### src/rtl/svr_pkg.sv
package svr_pkg;

   // Command from the trigger logic to the interval timer
   typedef enum logic [1:0] {
      TMR_IDLE    = 2'd0,
      TMR_RESTART = 2'd1,
      TMR_COUNT   = 2'd2
   } tmr_cmd_e;

endpackage

### src/rtl/svr_trigger.sv
module svr_trigger (
   input  logic              supply_ok,
   input  logic              wd_trip,
   input  logic              asserted,
   output svr_pkg::tmr_cmd_e cmd
);
   import svr_pkg::*;

   always_comb begin
      if (!supply_ok || wd_trip)
         cmd = TMR_RESTART;
      else if (asserted)
         cmd = TMR_COUNT;
      else
         cmd = TMR_IDLE;
   end

endmodule

### src/rtl/svr_interval_timer.sv
module svr_interval_timer #(
   parameter int unsigned TICKS      = 200,
   parameter bit          COUNT_DOWN = 1'b0,
   localparam int unsigned W         = (TICKS > 2) ? $clog2(TICKS) : 1
) (
   input  logic              clk,
   input  logic              rst,
   input  svr_pkg::tmr_cmd_e cmd,
   output logic              done
);
   import svr_pkg::*;

   localparam logic [W-1:0] LAST = W'(TICKS - 1);
   localparam logic [W-1:0] ZERO = '0;

   logic [W-1:0] cnt_q;

   generate
      if (COUNT_DOWN) begin : g_down
         assign done = (cmd == TMR_COUNT) && (cnt_q == ZERO);

         always_ff @(posedge clk) begin
            if (rst || cmd != TMR_COUNT || done)
               cnt_q <= LAST;
            else
               cnt_q <= cnt_q - 1'b1;
         end


         dn_step_chk: assert property (@(posedge clk) disable iff (rst)
            (cmd == TMR_COUNT && !done) |=> (cnt_q == $past(cnt_q) - 1'b1));
      end else begin : g_up
         assign done = (cmd == TMR_COUNT) && (cnt_q == LAST);

         always_ff @(posedge clk) begin
            if (rst || cmd != TMR_COUNT || done)
               cnt_q <= ZERO;
            else
               cnt_q <= cnt_q + 1'b1;
         end


         up_step_chk: assert property (@(posedge clk) disable iff (rst)
            (cmd == TMR_COUNT && !done) |=> (cnt_q == $past(cnt_q) + 1'b1));
      end
   endgenerate


   restart_clr_chk: assert property (@(posedge clk) disable iff (rst)
      (cmd == TMR_RESTART) |=> (cnt_q == (COUNT_DOWN ? LAST : ZERO)));


   cnt_range_chk: assert property (@(posedge clk) disable iff (rst)
      cnt_q <= LAST);

endmodule

### src/rtl/svr_out_stage.sv
module svr_out_stage (
   input  logic clk,
   input  logic rst,
   input  logic set,
   input  logic clr,
   output logic rst_n_q,
   output logic rst_q
);

   always_ff @(posedge clk) begin
      if (rst || set) begin
         rst_q   <= 1'b1;
         rst_n_q <= 1'b0;
      end else if (clr) begin
         rst_q   <= 1'b0;
         rst_n_q <= 1'b1;
      end
   end


   polarity_chk: assert property (@(posedge clk) disable iff (rst)
      rst_q != rst_n_q);

endmodule

### src/rtl/svr_reset_pulse.sv
module svr_reset_pulse #(
   parameter int unsigned PULSE_TICKS = 200,
   parameter bit          COUNT_DOWN  = 1'b0
) (
   input  logic clk,
   input  logic rst,
   input  logic supply_ok,
   input  logic wd_trip,
   output logic rst_n_out,
   output logic rst_out,
   output logic rst_active
);
   import svr_pkg::*;

   generate
      if (PULSE_TICKS < 2) begin : g_bad_ticks
         $error("PULSE_TICKS must be at least 2");
      end
   endgenerate

   tmr_cmd_e cmd;
   logic     done;
   logic     rst_q;
   logic     rst_n_q;

   svr_trigger u_trig (
      .supply_ok (supply_ok),
      .wd_trip   (wd_trip),
      .asserted  (rst_q),
      .cmd       (cmd)
   );

   svr_interval_timer #(
      .TICKS      (PULSE_TICKS),
      .COUNT_DOWN (COUNT_DOWN)
   ) u_tmr (
      .clk  (clk),
      .rst  (rst),
      .cmd  (cmd),
      .done (done)
   );

   svr_out_stage u_out (
      .clk     (clk),
      .rst     (rst),
      .set     (cmd == TMR_RESTART),
      .clr     (done),
      .rst_n_q (rst_n_q),
      .rst_q   (rst_q)
   );

   assign rst_n_out  = rst_n_q;
   assign rst_out    = rst_q;
   assign rst_active = rst_q;


   supply_lo_chk: assert property (@(posedge clk) disable iff (rst)
      !supply_ok |=> (rst_out && !rst_n_out));


   wd_trip_chk: assert property (@(posedge clk) disable iff (rst)
      wd_trip |=> rst_out);


   release_src_chk: assert property (@(posedge clk) disable iff (rst)
      $fell(rst_out) |-> ($past(supply_ok) && !$past(wd_trip)));


   sysrst_chk: assert property (@(posedge clk) disable iff (rst)
      $past(rst) |-> rst_out);

endmodule

### config.mk
export PLATFORM = sky130hd
export DESIGN_NAME = svr_reset_pulse
export DESIGN_NICKNAME = d
export VERILOG_FILES = /design/src/rtl/svr_pkg.sv /design/src/rtl/svr_trigger.sv /design/src/rtl/svr_interval_timer.sv /design/src/rtl/svr_out_stage.sv /design/src/rtl/svr_reset_pulse.sv
export SDC_FILE = /design/constraint.sdc
export NUM_CORES = 1
export LEC_CHECK = 0
export ABC_CLOCK_PERIOD_IN_PS = 1810
export BUFFER_PORTS_ARGS = -buffer_cell sky130_fd_sc_hd__clkbuf_2
export CAP_MARGIN = 20
export CORE_AREA = 2 2 39 41
export DETAILED_ROUTE_END_ITERATION = 12
export DIE_AREA = 0 0 41 43
export MAX_ROUTING_LAYER = met4
export PLACE_DENSITY = 0.53
export SLEW_MARGIN = 15
export SYNTH_ARGS = -nofsm -noshare
export SYNTH_HDL_FRONTEND = slang
export SYNTH_SLANG_ARGS = --single-unit
export TNS_END_PERCENT = 50
### constraint.sdc
create_clock -name clk -period 1.81 [get_ports clk]
set_input_delay 0.181 -clock clk [delete_from_list [all_inputs] [get_ports clk]]
set_output_delay 0.181 -clock clk [all_outputs]
set_load 0.02 [all_outputs]
==> results.ini, run 1 <==
[power_and_ir_drop]
seqPwrFrac_pct = 58.9
leakagePower_nw = 0.185
p_int_mw = 0.303
switchingPower_mw = 0.0741
combPwrFrac_pct = 2.8
p_clk_share_pct = 38.3
powerDensity_nw_per_um2 = 737
ir_drop_mv = 0.443
swShare_pct = 19.6

[worst_setup_path]
crit_required_ps = 1950
cp.arrival_ps = 1620
reg2reg_to = u_tmr.cnt_q[2]
worstReg2RegStart = u_tmr.cnt_q[0]
r2r_slack_ps = 320
crit_start = u_tmr.cnt_q[0]
cp_max_fo = 8
criticalPathCategory = reg -> reg
end_kind = register
ff2ff_path_depth = 4
startpoint_type = register

[yosys]
avgSynthCellArea_um2 = 10.0
synth_cells = 45
synth_nets = 50
synth.area.mux_share_pct = 0
synthSimpleGateAreaFrac_pct = 27.7
netlist_area_um2 = 452
synth_compound_area_share_pct = 15.8
synth-adder-area-share_pct = 2.77
synth_top_family_by_area = simple AND/OR/NAND/NOR gates
yosysWarningCount = 0
ys_ff_latch = 10
ys_seq_area_share_pct = 44.3
synth_xor_area_share_pct = 5.82
synth.distinct_cells = 22

[clock_tree]
numCtsBuffers = 3
hold_buffers = 0
postCtsSetupRepairBufs = 0
postCtsResizedCells = 0
cts_root_buffer = clkbuf_4
ctsHtreeMaxLevel = 1
clk_latency_ps = 260
clock_path_buffers = 2
numClockSinks = 10
cts.clk_slew.worst_paths_ps = 60
cts_tree = yes

[placed_design]
port_buffers = 6
post-place-ws_ps = 305
gp_congestion = 0.747

[global_route]
grt_use_total_pct = 11.1
grt.busiest_layer = met2
grt_pass1_vias = 302
grt_use_met1_pct = 11.7
grt_pass1_wl_mm = 1.24
grt_use_met2_pct = 15.9
grt_util_met3_pct = 7.85
grt_remaining_overflow = 0
grt_max_degree = 9
antenna_found_initial = 0

[layout]
final_common_cell = dfxtp_1
final_util_pct = 37.0
layout-drive-gt1-share_pct = 26.9
area.sequential_um2 = 200
syn_to_final_growth_pct = 13.3
fin_nets = 59
antenna_cells = 0
multi_input_comb_area_um2 = 235
final_cell_mix = dfxtp_1 (10), clkbuf_2 (6), nor2_1 (5)
fillerInstances = 153

[die]
die_h_um = 43
start_util_pct = 32.6
dieArea_um2 = 1760
fp-row-count = 14
core-area_um2 = 1380
die_x_um = 41
ios = 7

[route]
viasPerCell = 5.12
drtIter0Drc = 2
routed_wl_um = 710
num_vias = 348
drc = 0
wire_per_inst_um = 10.4
ant_nets = 0
detail_route.first_pass.iterations = 3

[sta]
setup_viol = 0
clock_skew_ps = 3.14
whs_ps = 142
fmax_ghz = 0.672
hold_violations = 0
rsz0062_at_grt = no
setup_tns_ps = 0
relSlewSlack_pct = 72.0
setup_slack_ps = 322
finalCritPeriodShare_pct = 82.2
worst_pin_slew_ps = 419
fin_crit_ps = 1490
finalMaxSlewViolations = 0

[hold_path]
hold_path.class = in -> reg
holdPathEnd = u_out.rst_q
hold_start = wd_trip
holdPathStages = 3

[run]
max-cap-violations = 0

[outcome]
outcome = complete, no violations

==> per-stage QoR <==
step	instances	total power, mW	area (um^2)
floorplan	45	0.233	452
global placement	65	0.238	489
detailed placement	65	0.238	489
CTS	68	0.386	512
global route	68	0.400	512
finish	68	0.377	512
==> final cells by class <==
class	count	share of cell area, %
sequential	10	39.1
timing repair buffer	6	5.87
multi-input combinational	32	46.0
tap	16	3.91
clock buffer	3	4.40
inverter	1	0.733
==> flip-flops by register name (all words and copies together), names as in the netlist <==
signal	count
u_out.rst_n_q	1
u_out.rst_q	1
u_tmr.cnt_q	8
==> worst max path at each step <==
stage | to | slack, ps | cells past startpoint
floorplan | u_tmr.cnt_q[2] | 490 | 4
global placement | u_tmr.cnt_q[4] | 370 | 4
finish | u_tmr.cnt_q[2] | 320 | 4
CTS | u_tmr.cnt_q[2] | 300 | 4
global route | u_tmr.cnt_q[7] | 190 | 4
detailed placement | u_tmr.cnt_q[2] | 310 | 4
==> cells in the mapped netlist (all sizes together) <==
master  count  area [um^2]
buf         2         12.5
a21oi       3         15.0
nor4b       1         8.76
o31ai       1         7.51
o21ai       3         15.0
nand2b      1         13.8
nor2        5         18.8
ha          1         12.5
or3         3         18.8
o21a        1         7.51
nor3b       1         12.5
nand4b      1         15.0
nand4       1         6.26
o311ai      1         26.3
xor2        2         17.5
nand3       3         20.0
dfxtp      10          200
nand2       3         11.3
xnor2       1         8.76
inv         1         3.75
==> power by group through the flow <==
stage / Clock, mW / Combinational (mW) / Sequential (mW)
3_3_place_gp: 0 / 0.0107 / 0.227
5_1_grt: 0.165 / 0.0123 / 0.222
6_report: 0.145 / 0.0105 / 0.222
3_5_place_dp: 0 / 0.0108 / 0.227
2_1_floorplan: 0 / 0.00619 / 0.227
4_1_cts: 0.153 / 0.0108 / 0.222
==> worst max-delay path: stages (launching register included) <==
cell and delay, ps:
dfxtp_1 360, ha_1 260, nand4b_2 190, o311ai_4 460, nor2_1 90
==> logic make-up (layout without fill, tap and decap cells) <==
logic type | after synthesis | after routing
flip-flops | 10 | 10
buffers and inverters | 3 | 10
AND/OR/NAND/NOR | 19 | 19
XOR/XNOR | 3 | 3
AO/OA/AOI/OAI | 9 | 9
adder cells (fa/ha/maj) | 1 | 1
==> layer usage <==
layer | part of all wire [%] | routed length (um) | vias to the layer above
met5 | 0 | 0 | -
met4 | 0.56 | 4 | 0
met3 | 9.2 | 65 | 2
met2 | 44 | 314 | 10
met1 | 46 | 326 | 162
li1 | - | - | 174
(Power assumes the default switching activity.)
==> run 2, diff against run 1 <==
- ABC_CLOCK_PERIOD_IN_PS: 1810 -> 1500
- clock period: 1.81 -> 1.5 ns (I/O delays scaled with it)
==> run 2 against run 1 <==
Net effect: register-to-register slack lost 190 ps; utilization grew 1.1 points; sequential power grew 21%; via count grew 0.86%; total power grew 21%; cell count grew 2.9%; non-clock buffer count grew 2; flip-flop and latch count is the same; clock skew grew 0.63 ps; combinational power grew 21%; routed wire length grew 2.4%; critical path depth is the same; largest cell class unchanged.
==> results.ini, run 2 (synthesis results as in run 1) <==
[worst_setup_path]
cp_slowest_cell = o311ai_4
end_kind = register
slowest_delay_ps = 420  ; -40 ps
cp_max_fo = 8  ; unchanged
path_cells = ha_1 -> nand4b_2 -> o311ai_4 -> a21oi_1
critical_path_buf_inv_count = 0  ; unchanged
startpoint_type = register
criticalPathCategory = reg -> reg
path_delay_family = compound AO/OA/AOI/OAI gates
cp.arrival_ps = 1490  ; -130 ps
crit_required_ps = 1620  ; -330 ps

[sta]
finalCritPeriodShare_pct = 91.2  ; +9.0 points
worst_pin_slew_ps = 430  ; +11.8 ps
setup_tns_ps = 0  ; unchanged
setup_viol = 0  ; unchanged
fin_crit_ps = 1370  ; -119 ps
clock_skew_ps = 3.77  ; +0.631 ps
fmax_ghz = 0.731  ; +8.7%
rsz0062_at_grt = no
relSlewSlack_pct = 71.2  ; -0.79 points
finalMaxSlewViolations = 0  ; unchanged
hold_violations = 0  ; unchanged

[power_and_ir_drop]
power.total_mw = 0.456  ; +21%
p_clk_share_pct = 38.4  ; about the same
powerDensity_nw_per_um2 = 866  ; +17%
seqPwrFrac_pct = 58.8  ; about the same
switchingPower_mw = 0.0901  ; +22%
combPwrFrac_pct = 2.8  ; about the same
ir_drop_mv = 0.429  ; -3.0%
p_int_mw = 0.366  ; +21%
leakagePower_nw = 0.196  ; +5.9%
swShare_pct = 19.8  ; +0.13 points

[die]
die_x_um = 41  ; unchanged
start_util_pct = 32.6  ; unchanged
fp-row-count = 14  ; unchanged
die_h_um = 43  ; unchanged
dieArea_um2 = 1760  ; unchanged
ios = 7  ; unchanged
core-area_um2 = 1380  ; unchanged

[outcome]
outcome = complete, no violations

[global_route]
grt_pass1_vias = 323  ; +7.0%
grt_max_degree = 9  ; unchanged
grt_pass1_wl_mm = 1.28  ; +3.3%
grt_remaining_overflow = 0  ; unchanged
grt_use_total_pct = 11.1  ; unchanged
antenna_found_initial = 0  ; unchanged

[layout]
antenna_cells = 0  ; unchanged
fin_nets = 61  ; +3.4%
largest_reg_flops = 8  ; unchanged
final_util_pct = 38.1  ; +1.1 points
final_common_cell = dfxtp_1
reg_top3 = u_tmr.cnt_q x8, u_out.rst_n_q x1, u_out.rst_q x1
design_area_um2 = 527  ; +2.9%
layout-drive-gt1-share_pct = 29.6  ; +2.7 points
final_cell_mix = dfxtp_1 (10), clkbuf_2 (6), nor2_1 (5)
regMostFlops = u_tmr.cnt_q
syn_to_final_growth_pct = 16.6

[clock_tree]
cts.clk_slew.worst_paths_ps = 60  ; about the same
postCtsResizedCells = 0  ; unchanged
cts_tree = yes
ctsHtreeMaxLevel = 1  ; unchanged
hold_buffers = 0  ; unchanged
cts_root_buffer = clkbuf_4
clock_path_buffers = 2  ; unchanged
postCtsSetupRepairBufs = 0  ; unchanged
clk_latency_ps = 250  ; about the same
numClockSinks = 10  ; unchanged
numCtsBuffers = 3  ; unchanged

[placed_design]
port_buffers = 6  ; unchanged
place_area_um2 = 504  ; +3.1%
gp_congestion = 0.723  ; -3.3%

[route]
viasPerCell = 5.01  ; -2.0%
ant_nets = 0  ; unchanged
drc = 0  ; unchanged
drtIter0Drc = 6  ; +4
num_vias = 351  ; +0.86%
wire_per_inst_um = 10.4  ; -0.53%
detail_route.first_pass.iterations = 4  ; +1
routed_wl_um = 727  ; +2.4%

[run]
max-cap-violations = 0  ; unchanged

[hold_path]
hold_path.class = in -> reg

==> run 2: area by class of cell <==
class / count / area, um^2
inverter: 1 / 3.75
clock buffer: 3 / 22.5
fill: 145 / 857
tap: 16 / 20.0
sequential: 10 / 200
timing repair buffer: 8 / 45.0
multi-input combinational: 32 / 235
==> run 2: path summary, 6_finish.rpt <==
kind / to / cells past startpoint / slack (ps) / start
max: u_tmr.cnt_q[6] / 4 / 130 / u_tmr.cnt_q[0]
min: u_out.rst_q / 3 / 110 / rst
min reg2reg: u_out.rst_n_q / 1 / 460 / u_out.rst_n_q
max reg2reg: u_tmr.cnt_q[6] / 4 / 130 / u_tmr.cnt_q[0]
==> run 2: layer usage <==
metal	wire length, um	global-route usage (%)
met3	52	6.28
met1	341	13.3
met4	4	4.00
met5	0	-
met2	330	15.3
==> run 2: per-stage QoR <==
stage	worst slack, ps	instances	hold WS, ps
2_1_floorplan	178	45	268
3_3_place_gp	125	67	380
3_5_place_dp	82.7	67	380
4_1_cts	76.5	70	114
5_1_grt	34.1	70	116
6_report	132	70	113
==> run 2: power by group through the flow <==
stage	Sequential [mW]	Combinational, mW	Clock, mW
6_report	0.268	0.0127	0.175
5_1_grt	0.268	0.0145	0.198
4_1_cts	0.268	0.0130	0.181
3_5_place_dp	0.274	0.0130	0
3_3_place_gp	0.274	0.0130	0
2_1_floorplan	0.274	0.00747	0
==> run 2: tightest hold or removal path, delay by kind of cell <==
family | cells | cell delay (ps)
simple gates | 2 | 110
buf+inv | 1 | 80
